`src/rtl/can_bt_pkg.sv`:
```
package can_bt_pkg;

    localparam int PRESC_W  = 6;
    localparam int TSEG1_W  = 4;
    localparam int TSEG2_W  = 3;
    localparam int REG_W    = 8;

    localparam int MAX_T1   = 1 << TSEG1_W;
    localparam int MAX_T2   = 1 << TSEG2_W;
    localparam int MAX_BIT  = 1 + MAX_T1 + MAX_T2;
    localparam int POS_W    = $clog2(MAX_BIT);

    localparam int T1_LSB   = 0;
    localparam int T2_LSB   = TSEG1_W;
    localparam int MODE_BIT = TSEG1_W + TSEG2_W;

    typedef struct packed {
        logic [PRESC_W-1:0] presc;
        logic [TSEG1_W-1:0] tseg1;
        logic [TSEG2_W-1:0] tseg2;
        logic               triple;
    } bt_cfg_t;

    // segment length in quanta: field plus one, with the field floored at one
    function automatic logic [POS_W-1:0] seg_len(input logic [POS_W-1:0] f);
        return (f == '0) ? POS_W'(2) : f + POS_W'(1);
    endfunction

endpackage

```
`src/rtl/bt_cfg_regs.sv`:
```
module bt_cfg_regs
    import can_bt_pkg::*;
(
    input  logic             clk,
    input  logic             rst_n,
    input  logic             cfg_we,
    input  logic             cfg_sel,
    input  logic [REG_W-1:0] cfg_wdata,
    input  logic             init_wr,
    input  logic             init_val,
    input  logic             bus_off,
    output logic             init_o,
    output bt_cfg_t          act_o,
    output logic             run_o
);

    typedef struct packed {
        logic    init;
        logic    valid;
        bt_cfg_t shadow;
        bt_cfg_t active;
    } cfg_state_t;

    localparam cfg_state_t CFG_RST = '{init: 1'b1, valid: 1'b0, shadow: '0, active: '0};

    cfg_state_t s_d, s_q;
    logic       wr_ok;
    logic       zero_seg;
    logic       init_fall;

    always_comb begin
        s_d       = s_q;
        wr_ok     = cfg_we && s_q.init && !bus_off;
        zero_seg  = (s_q.shadow.tseg1 == '0) && (s_q.shadow.tseg2 == '0);
        if (wr_ok) begin
            if (cfg_sel) begin
                s_d.shadow.tseg1  = cfg_wdata[T1_LSB +: TSEG1_W];
                s_d.shadow.tseg2  = cfg_wdata[T2_LSB +: TSEG2_W];
                s_d.shadow.triple = cfg_wdata[MODE_BIT];
            end else begin
                s_d.shadow.presc  = cfg_wdata[PRESC_W-1:0];
            end
        end
        if (init_wr) begin
            s_d.init = init_val;
        end
        init_fall = s_q.init && !s_d.init;
        if (init_fall && !zero_seg) begin
            s_d.active = s_q.shadow;
            s_d.valid  = 1'b1;
        end
    end

    always_ff @(posedge clk or negedge rst_n) begin
        if (!rst_n) begin
            s_q <= CFG_RST;
        end else begin
            s_q <= s_d;
        end
    end

    assign init_o = s_q.init;
    assign act_o  = s_q.active;
    assign run_o  = !s_q.init && s_q.valid;

    // a refused write leaves the shadow registers untouched
    p_wr_gated_r7: assert property (@(posedge clk) disable iff (!rst_n)
        (cfg_we && (!s_q.init || bus_off)) |=> $stable(s_q.shadow));

    // active timing moves only on the falling edge of init
    p_load_on_fall_r8: assert property (@(posedge clk) disable iff (!rst_n)
        !init_fall |=> $stable(s_q.active));

    // an all-zero segment pair never reaches the active timing
    p_zero_block_r9: assert property (@(posedge clk) disable iff (!rst_n)
        (init_fall && zero_seg) |=> ($stable(s_q.active) && $stable(s_q.valid)));

endmodule

```
`src/rtl/bt_tq_prescaler.sv`:
```
module bt_tq_prescaler
    import can_bt_pkg::*;
(
    input  logic               clk,
    input  logic               rst_n,
    input  logic               run,
    input  logic               restart,
    input  logic [PRESC_W-1:0] presc,
    output logic               tick,
    output logic               q_first
);

    typedef struct packed {
        logic [PRESC_W-1:0] cnt;
    } psc_state_t;

    psc_state_t s_d, s_q;

    always_comb begin
        s_d = s_q;
        if (!run || restart) begin
            s_d.cnt = '0;
        end else if (s_q.cnt == presc) begin
            s_d.cnt = '0;
        end else begin
            s_d.cnt = s_q.cnt + PRESC_W'(1);
        end
    end

    always_ff @(posedge clk or negedge rst_n) begin
        if (!rst_n) begin
            s_q <= '0;
        end else begin
            s_q <= s_d;
        end
    end

    assign tick    = run && (s_q.cnt == presc);
    assign q_first = (s_q.cnt == '0);

    // the clock count within a quantum never passes the prescaler value
    p_cnt_range_r2: assert property (@(posedge clk) disable iff (!rst_n)
        s_q.cnt <= presc);

endmodule

```
`src/rtl/bt_seg_seq.sv`:
```
module bt_seg_seq
    import can_bt_pkg::*;
(
    input  logic               clk,
    input  logic               rst_n,
    input  logic               run,
    input  logic               restart,
    input  logic               tick,
    input  logic [TSEG1_W-1:0] tseg1_f,
    input  logic [TSEG2_W-1:0] tseg2_f,
    output logic               bit_start,
    output logic               pre2,
    output logic               pre1,
    output logic               spt
);

    typedef struct packed {
        logic [POS_W-1:0] pos;
    } seq_state_t;

    seq_state_t       s_d, s_q;
    logic [POS_W-1:0] t1_len;
    logic [POS_W-1:0] t2_len;
    logic [POS_W-1:0] last_q;
    logic             adv;

    always_comb begin
        t1_len = seg_len(POS_W'(tseg1_f));
        t2_len = seg_len(POS_W'(tseg2_f));
        last_q = t1_len + t2_len;
        adv    = tick && run && !restart;
        s_d    = s_q;
        if (!run || restart) begin
            s_d.pos = '0;
        end else if (tick) begin
            s_d.pos = (s_q.pos == last_q) ? '0 : s_q.pos + POS_W'(1);
        end
    end

    always_ff @(posedge clk or negedge rst_n) begin
        if (!rst_n) begin
            s_q <= '0;
        end else begin
            s_q <= s_d;
        end
    end

    assign bit_start = run && (s_q.pos == '0);
    assign spt       = adv && (s_q.pos == t1_len);
    assign pre1      = adv && (s_q.pos == t1_len - POS_W'(1));
    assign pre2      = adv && (s_q.pos == t1_len - POS_W'(2));

    // the quantum index stays inside the programmed bit
    p_pos_range_r2: assert property (@(posedge clk) disable iff (!rst_n)
        s_q.pos <= last_q);

    // an idle sequencer rests at the synchronisation segment
    p_idle_pos_r10: assert property (@(posedge clk) disable iff (!rst_n)
        !run |=> (s_q.pos == '0));

endmodule

```
`src/rtl/bt_bus_sampler.sv`:
```
module bt_bus_sampler (
    input  logic clk,
    input  logic rst_n,
    input  logic rx,
    input  logic run,
    input  logic triple,
    input  logic pre2,
    input  logic pre1,
    input  logic spt,
    output logic hsync,
    output logic smp_stb,
    output logic smp_bit
);

    typedef struct packed {
        logic rx_prev;
        logic s0;
        logic s1;
        logic stb;
        logic bitv;
    } smp_state_t;

    localparam smp_state_t SMP_RST = '{rx_prev: 1'b1, s0: 1'b1, s1: 1'b1, stb: 1'b0, bitv: 1'b1};

    smp_state_t s_d, s_q;
    logic       vote;

    always_comb begin
        s_d         = s_q;
        s_d.rx_prev = rx;
        vote        = (s_q.s0 & s_q.s1) | (s_q.s0 & rx) | (s_q.s1 & rx);
        if (pre2) begin
            s_d.s0 = rx;
        end
        if (pre1) begin
            s_d.s1 = rx;
        end
        s_d.stb = spt;
        if (spt) begin
            s_d.bitv = triple ? vote : rx;
        end
    end

    always_ff @(posedge clk or negedge rst_n) begin
        if (!rst_n) begin
            s_q <= SMP_RST;
        end else begin
            s_q <= s_d;
        end
    end

    assign hsync   = run && s_q.rx_prev && !rx && s_q.bitv;
    assign smp_stb = s_q.stb;
    assign smp_bit = s_q.bitv;

    // sample strobes are single-clock pulses
    p_stb_single_r4: assert property (@(posedge clk) disable iff (!rst_n)
        smp_stb |=> !smp_stb);

    // the sampled value moves only with a strobe
    p_bit_hold_r4: assert property (@(posedge clk) disable iff (!rst_n)
        !s_d.stb |=> $stable(smp_bit));

endmodule

```
`src/rtl/can_bit_timer.sv`:
```
module can_bit_timer
    import can_bt_pkg::*;
(
    input  logic             clk,
    input  logic             rst_n,
    input  logic             cfg_we,
    input  logic             cfg_sel,
    input  logic [REG_W-1:0] cfg_wdata,
    input  logic             init_wr,
    input  logic             init_val,
    input  logic             bus_off,
    input  logic             rx,
    output logic             init_o,
    output logic             tx_pt,
    output logic             smp_stb,
    output logic             smp_bit
);

    bt_cfg_t act;
    logic    run;
    logic    tick;
    logic    q_first;
    logic    bit_start;
    logic    pre2;
    logic    pre1;
    logic    spt;
    logic    hsync;

    bt_cfg_regs u_cfg (
        .clk       (clk),
        .rst_n     (rst_n),
        .cfg_we    (cfg_we),
        .cfg_sel   (cfg_sel),
        .cfg_wdata (cfg_wdata),
        .init_wr   (init_wr),
        .init_val  (init_val),
        .bus_off   (bus_off),
        .init_o    (init_o),
        .act_o     (act),
        .run_o     (run)
    );

    bt_tq_prescaler u_psc (
        .clk     (clk),
        .rst_n   (rst_n),
        .run     (run),
        .restart (hsync),
        .presc   (act.presc),
        .tick    (tick),
        .q_first (q_first)
    );

    bt_seg_seq u_seq (
        .clk       (clk),
        .rst_n     (rst_n),
        .run       (run),
        .restart   (hsync),
        .tick      (tick),
        .tseg1_f   (act.tseg1),
        .tseg2_f   (act.tseg2),
        .bit_start (bit_start),
        .pre2      (pre2),
        .pre1      (pre1),
        .spt       (spt)
    );

    bt_bus_sampler u_smp (
        .clk     (clk),
        .rst_n   (rst_n),
        .rx      (rx),
        .run     (run),
        .triple  (act.triple),
        .pre2    (pre2),
        .pre1    (pre1),
        .spt     (spt),
        .hsync   (hsync),
        .smp_stb (smp_stb),
        .smp_bit (smp_bit)
    );

    assign tx_pt = bit_start && q_first;

    // a hard synchronisation makes the next clock a bit start
    p_hsync_restart_r11: assert property (@(posedge clk) disable iff (!rst_n)
        (hsync && !(init_wr && init_val)) |=> tx_pt);

    // no transmit point while initialisation is set
    p_idle_tx_r10: assert property (@(posedge clk) disable iff (!rst_n)
        init_o |-> !tx_pt);

    // with a dominant last sample the bus edge is ignored
    p_hsync_gate_r12: assert property (@(posedge clk) disable iff (!rst_n)
        (run && !smp_bit && $past(rx) && !rx && !tx_pt) |=> !tx_pt || $past(tick));

endmodule

```
`config.mk`:
```
export PLATFORM = sky130hd
export DESIGN_NAME = can_bit_timer
export DESIGN_NICKNAME = d
export VERILOG_FILES = /design/src/rtl/can_bt_pkg.sv /design/src/rtl/bt_cfg_regs.sv /design/src/rtl/bt_tq_prescaler.sv /design/src/rtl/bt_seg_seq.sv /design/src/rtl/bt_bus_sampler.sv /design/src/rtl/can_bit_timer.sv
export SDC_FILE = /design/constraint.sdc
export NUM_CORES = 1
export LEC_CHECK = 0
export BUFFER_PORTS_ARGS = -buffer_cell sky130_fd_sc_hd__buf_2
export CORE_MARGIN = 3
export CORE_UTILIZATION = 49
export DETAILED_ROUTE_END_ITERATION = 8
export GPL_TIMING_DRIVEN = 1
export PLACE_DENSITY_LB_ADDON = 0.12
export SYNTH_ARGS = -nofsm -noshare
export SYNTH_HDL_FRONTEND = slang
export SYNTH_SLANG_ARGS = --single-unit
```
`constraint.sdc`:
```
create_clock -name clk -period 7.9 [get_ports clk]
set_input_delay 1.185 -clock clk [delete_from_list [all_inputs] [get_ports clk]]
set_output_delay 1.185 -clock clk [all_outputs]
set_load 0.02 [all_outputs]
```
# Word level (Yosys, flattened, before mapping)
# Cells that the tools add are included.
dict set report word_totals {
  mem_count 0
  rom_bits 0
  latch_bits 0
  ram_bits 0
  output_inout_bits 4
  word_cells 78
  inputBits 16
  regBits 46
}
dict set report classes {
  div 0
  n_bitwise 6
  muxes 9
  addsub 7
  reduce_logical 34
  shift 0
  order_cmp 0
  multipliers 0
  n_eq_ne 5
}
# cell count
set ops {}
lappend ops {{5-bit two-way mux} 5}
lappend ops {{5-bit equality test} 4}
lappend ops {{1-bit logical AND} 17}
lappend ops {{6-bit two-way mux} 2}
lappend ops {{4-bit logical NOT} 2}
lappend ops {{1-bit logical NOT} 7}
lappend ops {{6-bit by 1-bit adder with 6-bit output, second input constant} 1}
lappend ops {{6-bit equality test} 1}
lappend ops {{3-bit logical NOT} 2}
lappend ops {{6-bit logical NOT} 1}
lappend ops {{4-bit by 1-bit adder with 5-bit output, second input constant} 1}
lappend ops {{5-bit by 1-bit adder with 5-bit output, second input constant} 1}
lappend ops {{5-bit adder} 1}
lappend ops {{5-bit logical NOT} 1}
lappend ops {{5-bit by 1-bit subtractor with 5-bit output, second input constant} 1}
lappend ops {{5-bit by 2-bit subtractor with 5-bit output, second input constant} 1}
lappend ops {{3-bit by 1-bit adder with 4-bit output, second input constant} 1}
lappend ops {{2-bit AND reduction} 2}
lappend ops {{1-bit AND} 3}
lappend ops {{1-bit two-way mux} 2}
lappend ops {{1-bit OR} 2}
lappend ops {{2-bit nonzero test} 1}
lappend ops {{1-bit logical OR} 1}
lappend ops {{1-bit NOT} 1}

# Depth between registers and ports, before layout
dict set report logic_depth {
  ltp_word 8
  ltp_mapped 12
  mapped_depth_nobuf 12
}

# Cells and area by module
# Synthesis repeated with hierarchy kept, for this count alone.
dict set report unflattened {
  hier_cells 269
  hier_area_um2 2921.6
}
# mod cells_each area_per_inst_um2 n_inst seq_area_each_um2
set modules_own_cells {}
lappend modules_own_cells {bt_cfg_regs 83 1260.0 1 752.0}
lappend modules_own_cells {bt_seg_seq 128 1029.7 1 125.1}
lappend modules_own_cells {bt_tq_prescaler 42 430.4 1 150.1}
lappend modules_own_cells {bt_bus_sampler 15 195.2 1 130.1}
lappend modules_own_cells {can_bit_timer 1 6.3 1 0.0}

# Worst setup path before layout
# Ideal clock, no wire load.
dict set report synth_path {
  path_type {register to register}
  from {register u_cfg.s_q (netlist bit u_cfg.act_o[5])}
  to {register u_seq.s_q[2] in the netlist's numbering}
  setup_slack_ns 4.793
  period_less_slack_ns 3.107
  required_time_ns 7.774
  n_path_buf 0
  setup_time_ns 0.126
  t_arrival_ns 2.981
  stages_incl_launch_ff 13
  cell_sequence {dfrtp_1 > inv_1 > ha_1 > nor3b_4 > nor2_1 > xor2_1 > ha_1 > or2_1 > o32a_4 > a2111o_1 > a311oi_4 > a21oi_2 > a221o_1}
}
dict set report synth_between {
  elab_chain_len 7
  elab_cells_between_ends 8
  cone_classes {2 x add/sub; 1 x eq/ne; 4 x mux; 1 x reduce/logical}
}
# element line
set synth_lines {}
lappend synth_lines {{start, declared} bt_cfg_regs.sv:26} ;# cfg_state_t s_d, s_q;
lappend synth_lines {{start signal, assigned} bt_cfg_regs.sv:56} ;# s_q <= CFG_RST;
lappend synth_lines {{start signal, assigned} bt_cfg_regs.sv:58} ;# s_q <= s_d;
lappend synth_lines {{4-bit by 1-bit adder with 5-bit output or 4-bit logical NOT (tied branches)} can_bt_pkg.sv:26} ;# return (f == '0) ? POS_W'(2) : f + POS_W'(1);
lappend synth_lines {{5-bit two-way mux *} can_bt_pkg.sv:26}
lappend synth_lines {{5-bit adder *} bt_seg_seq.sv:30} ;# last_q = t1_len + t2_len;
lappend synth_lines {{5-bit equality test *} bt_seg_seq.sv:36} ;# s_d.pos = (s_q.pos == last_q) ? '0 : s_q.pos + POS_W'(1);
lappend synth_lines {{5-bit two-way mux *} bt_seg_seq.sv:36}
lappend synth_lines {{5-bit two-way mux *} bt_seg_seq.sv:35} ;# end else if (tick) begin
lappend synth_lines {{5-bit two-way mux *} bt_seg_seq.sv:33} ;# if (!run || restart) begin
lappend synth_lines {{end signal, assigned} bt_seg_seq.sv:42} ;# s_q <= '0;
lappend synth_lines {{end signal, assigned} bt_seg_seq.sv:44} ;# s_q <= s_d;
lappend synth_lines {{end, declared} bt_seg_seq.sv:21} ;# seq_state_t s_d, s_q;
# Mark *: on every way between the ends. The rest lies on a longest branch, timed or not. The select of a mux whose other input is x is not followed.
# A chain may end at the register's enable or synchronous reset.

# Final worst setup path
# Ends and elaborated chain as after synthesis.

==> impl_metrics.yaml <==
floorplan:
  die_area_sq_um: 6434
  ios: 20
  die_x_um: 80.22
  initial_core_util_pct: 51.85
  die_h_um: 80.22
  coreArea_sq_um: 5205
  rows: 26
yosys:
  netlist_instances: 239
  synth-main-ff-cell: "dfrtp_1"
  yosys_warnings: 0
  yosys.area_share.simple_pct: 14.79
  synth_top_family_by_area: "simple AND/OR/NAND/NOR gates"
  synthXorXnorAreaFrac_pct: 10.48
  synth_fa_ha_area_share_pct: 6.027
  avgSynthCellArea_sq_um: 11.29
  async_flop_share_pct: 100.0
  yosys_register_bits: 46
  synth_edf_count: 0
  synthMuxAreaShare_pct: 12.84
  synthesis.nets: 268
  ys_types: 54
  synth_compound_area_share_pct: 9.828
  syn-cell-area_sq_um: 2699
  ys_seq_area_share_pct: 42.88
finish:
  final_cell_count_no_fill: 333
  final_cell_mix: "41 x dfrtp_1, 27 x mux2_2, 19 x buf_2, 15 x nor2_1, 15 x inv_1"
  n_antenna_cell: 0
  design_area_sq_um: 2970
  final_common_cell: "dfrtp_1"
  fin_nets: 291
  drive_above_1_share_pct: 28.52
  post-route-util_pct: 57.07
  area_growth_pct: 10.06
critical_path:
  crit_buf_inv: 1
  worstSetupStartpointType: "flop"
  worstPathRequired_ns: 8.08
  cpMostUsedCell: "ha_1"
  r2r-end: "u_seq.s_q[2]$_DFFE_PN0P_"
  r2r_cells: 12
  worst_r2r_startpoint: "u_cfg.act_o[5]$_DFFE_PN0P_"
  cp_max_fo: 6
  critical_path_class: "reg -> reg"
  rrSetupSlack_ns: 4.51
  crit_family: "compound AO/OA/AOI/OAI gates"
  slowest_delay_ns: 0.45
  slowest_stage: "a2111o_1"
  crit_chain: "inv_1 -> ha_1 -> nor3b_4 -> nor2_1 -> xor2_1 -> ha_1 -> or2_1 -> o32a_4 -> a2111o_1 -> a311oi_4 -> a21oi_2 -> a221o_1"
  endpoint_kind: "flop"
  cp.arrival_ns: 3.57
power:
  power.total_uw: 1072
  pwr-share-clk_pct: 16.2
  p_int_uw: 644.4
  power_density_nw_per_um2: 360.8
  irDropWorstVdd_uv: 157.2
  power.switching_uw: 427.2
  p_sw_share_pct: 39.87
  pwr-share-seq_pct: 34.4
  p_comb_share_pct: 49.3
  p_leak_uw: 0.001334
placed_design:
  place_hpwl_um: 3812
  dp_cells: 325
  port_buffers: 19
  place_area_sq_um: 2860
  gp_congestion: 0.8323
clocking:
  clock_latency_ns: 0.30
  cts_tree: "yes"
  clock-sinks: 46
  clock_path_buffers: 2
  cts_resized: 0
  post_cts_buffers: 0
  clk_pin_slew_ns: 0.09
  ctsHoldBuffers: 0
  cts_buffers: 5
  root_buffer: "clkbuf_8"
  cts_max_level: 2
flow_run:
  drv_cap: 0
grt:
  grt-busiest-layer: "met2"
  met1_usage_pct: 22.89
  grt_overflow: 0
  grt_pass1_wl_um: 8631
  grt_pass1_vias: 1770
  grt_antenna_before_repair: 0
  grt_util_met3_pct: 4.036
  grt_use_total_pct: 17.62
  met2_usage_pct: 28.48
  grt_start_max_net_pins: 47
detailed_routing:
  wire_per_inst_um: 15.16
  drc: 0
  vias: 1766
  drtIter0Drc: 65
  viasPerCell: 5.303
  ant_nets: 0
  drt_wl_total_um: 5047
  drtPass1Iterations: 4
timing:
  min_period_ns: 3.386
  setup_viol: 0
  max-slew-margin-rel_pct: 31.99
  rsz0062_at_grt: "false"
  fin_crit_sh_pct: 42.86
  slew_violations: 0
  setup_tns_ns: 0
  clock.fmax_ghz: 0.2953
  hold_viol: 0
  fin_skew_ns: 0.005580
  worst_slew_pin_slew_ns: 1.020
min_path:
  hp-class: "reg -> reg"
  hold_depth: 1
  min_to: "u_cfg.s_q[28]$_DFFE_PN0P_"
  hold_start: "u_cfg.s_q[28]$_DFFE_PN0P_"
outcome:
  status: "finished clean"
worst max path at each step:
stage	from	endpoint	slack [ns]	cells after the start
6_report	u_cfg.act_o[5]$_DFFE_PN0P_	u_seq.s_q[2]$_DFFE_PN0P_	4.51	12
3_5_place_dp	u_cfg.act_o[4]$_DFFE_PN0P_	u_seq.s_q[2]$_DFFE_PN0P_	4.54	12
2_1_floorplan	u_cfg.act_o[5]$_DFFE_PN0P_	u_seq.s_q[2]$_DFFE_PN0P_	4.79	12
3_3_place_gp	u_cfg.act_o[4]$_DFFE_PN0P_	u_seq.s_q[2]$_DFFE_PN0P_	4.65	12
5_1_grt	u_cfg.act_o[4]$_DFFE_PN0P_	u_seq.s_q[2]$_DFFE_PN0P_	4.34	12
4_1_cts	u_cfg.act_o[4]$_DFFE_PN0P_	u_seq.s_q[2]$_DFFE_PN0P_	4.51	12
Yosys cell counts (2+ instances only):
cell      number  area (sq um)
o32a_1         2         20.02
mux2_2        27         304.0
inv_1         15         56.30
o21ai_0        5         25.02
nand2_1       14         52.55
a2111o_1       3         33.78
and3_1         2         12.51
dfrtp_1       41          1026
nand3_1        8         40.04
mux2_1         2         22.52
nand4_1        2         12.51
nor2_2         2         12.51
clkbuf_1       2         7.510
mux2i_1        2         20.02
nor3_1         5         25.02
nand2b_1       6         37.54
nor2_1        15         56.30
xnor2_2        2         32.53
dfstp_2        5         131.4
xor2_1        14         122.6
or3_1          2         12.51
xnor2_1       12         105.1
a21oi_1        5         25.02
and2b_1        2         15.01
ha_1          13         162.7
nor4_1         3         18.77
final cells by class:
cell class              count  area, sq um
multi-input cells         174         1456
well taps                  70        87.58
inverters                  15        56.30
repair buffers             20        102.6
fillers                   458         2235
clock buffers               6        72.57
clock inverters             2        37.54
flip-flops and latches     46         1157
cell families (layout without fill, tap and decap cells):
family / count (synthesis) / count (layout)
xor gates and xnor gates: 29 / 29
DFF: 46 / 46
adders and majority gates: 13 / 13
AOI/OAI and AO/OA: 29 / 29
buffers and inverters: 19 / 43
and+or+nand+nor: 72 / 72
muxes: 31 / 31
registers in the layout (all words and copies together), names as in the netlist:
signal and flops:
u_smp.smp_bit 1, u_psc.s_q 6, u_cfg.s_q 15, u_seq.s_q 5, u_smp.smp_stb 1, u_cfg.act_o 14, u_cfg.init_o 1, u_smp.s_q 3
power groups by stage:
| stage | combinational [uW] | clock [uW] | sequential, uW |
|---|---|---|---|
| finish | 529 | 174 | 369 |
| global route | 587 | 189 | 380 |
| CTS | 532 | 179 | 370 |
| detailed placement | 527 | 0 | 375 |
| global placement | 525 | 0 | 372 |
| floorplan | 445 | 0 | 349 |
layer usage:
layer  routed length, um  share of wire, %  vias up
li1                    -                 -      893
met1                2413                48      836
met2                2422                48       27
met3                 121               2.4       10
met4                  90               1.8        0
met5                   0                 0        -
worst register-to-register path, cell delays in order, from the launching register on:
cell      delay (ns)
dfrtp_1         0.43
inv_1           0.09
ha_1            0.16
nor3b_4         0.32
nor2_1          0.18
xor2_1          0.20
ha_1            0.23
or2_1           0.22
o32a_4          0.23
a2111o_1        0.45
a311oi_4        0.34
a21oi_2         0.13
a221o_1         0.30
stage by stage:
step | worst slack (ns) | hold WS [ns]
global placement | 4.650 | 0.4525
floorplan | 4.793 | 0.4407
finish | 4.514 | 0.4738
global route | 4.342 | 0.5321
CTS | 4.513 | 0.4748
detailed placement | 4.542 | 0.4535
No activity file was read; power rests on OpenSTA's default activity.
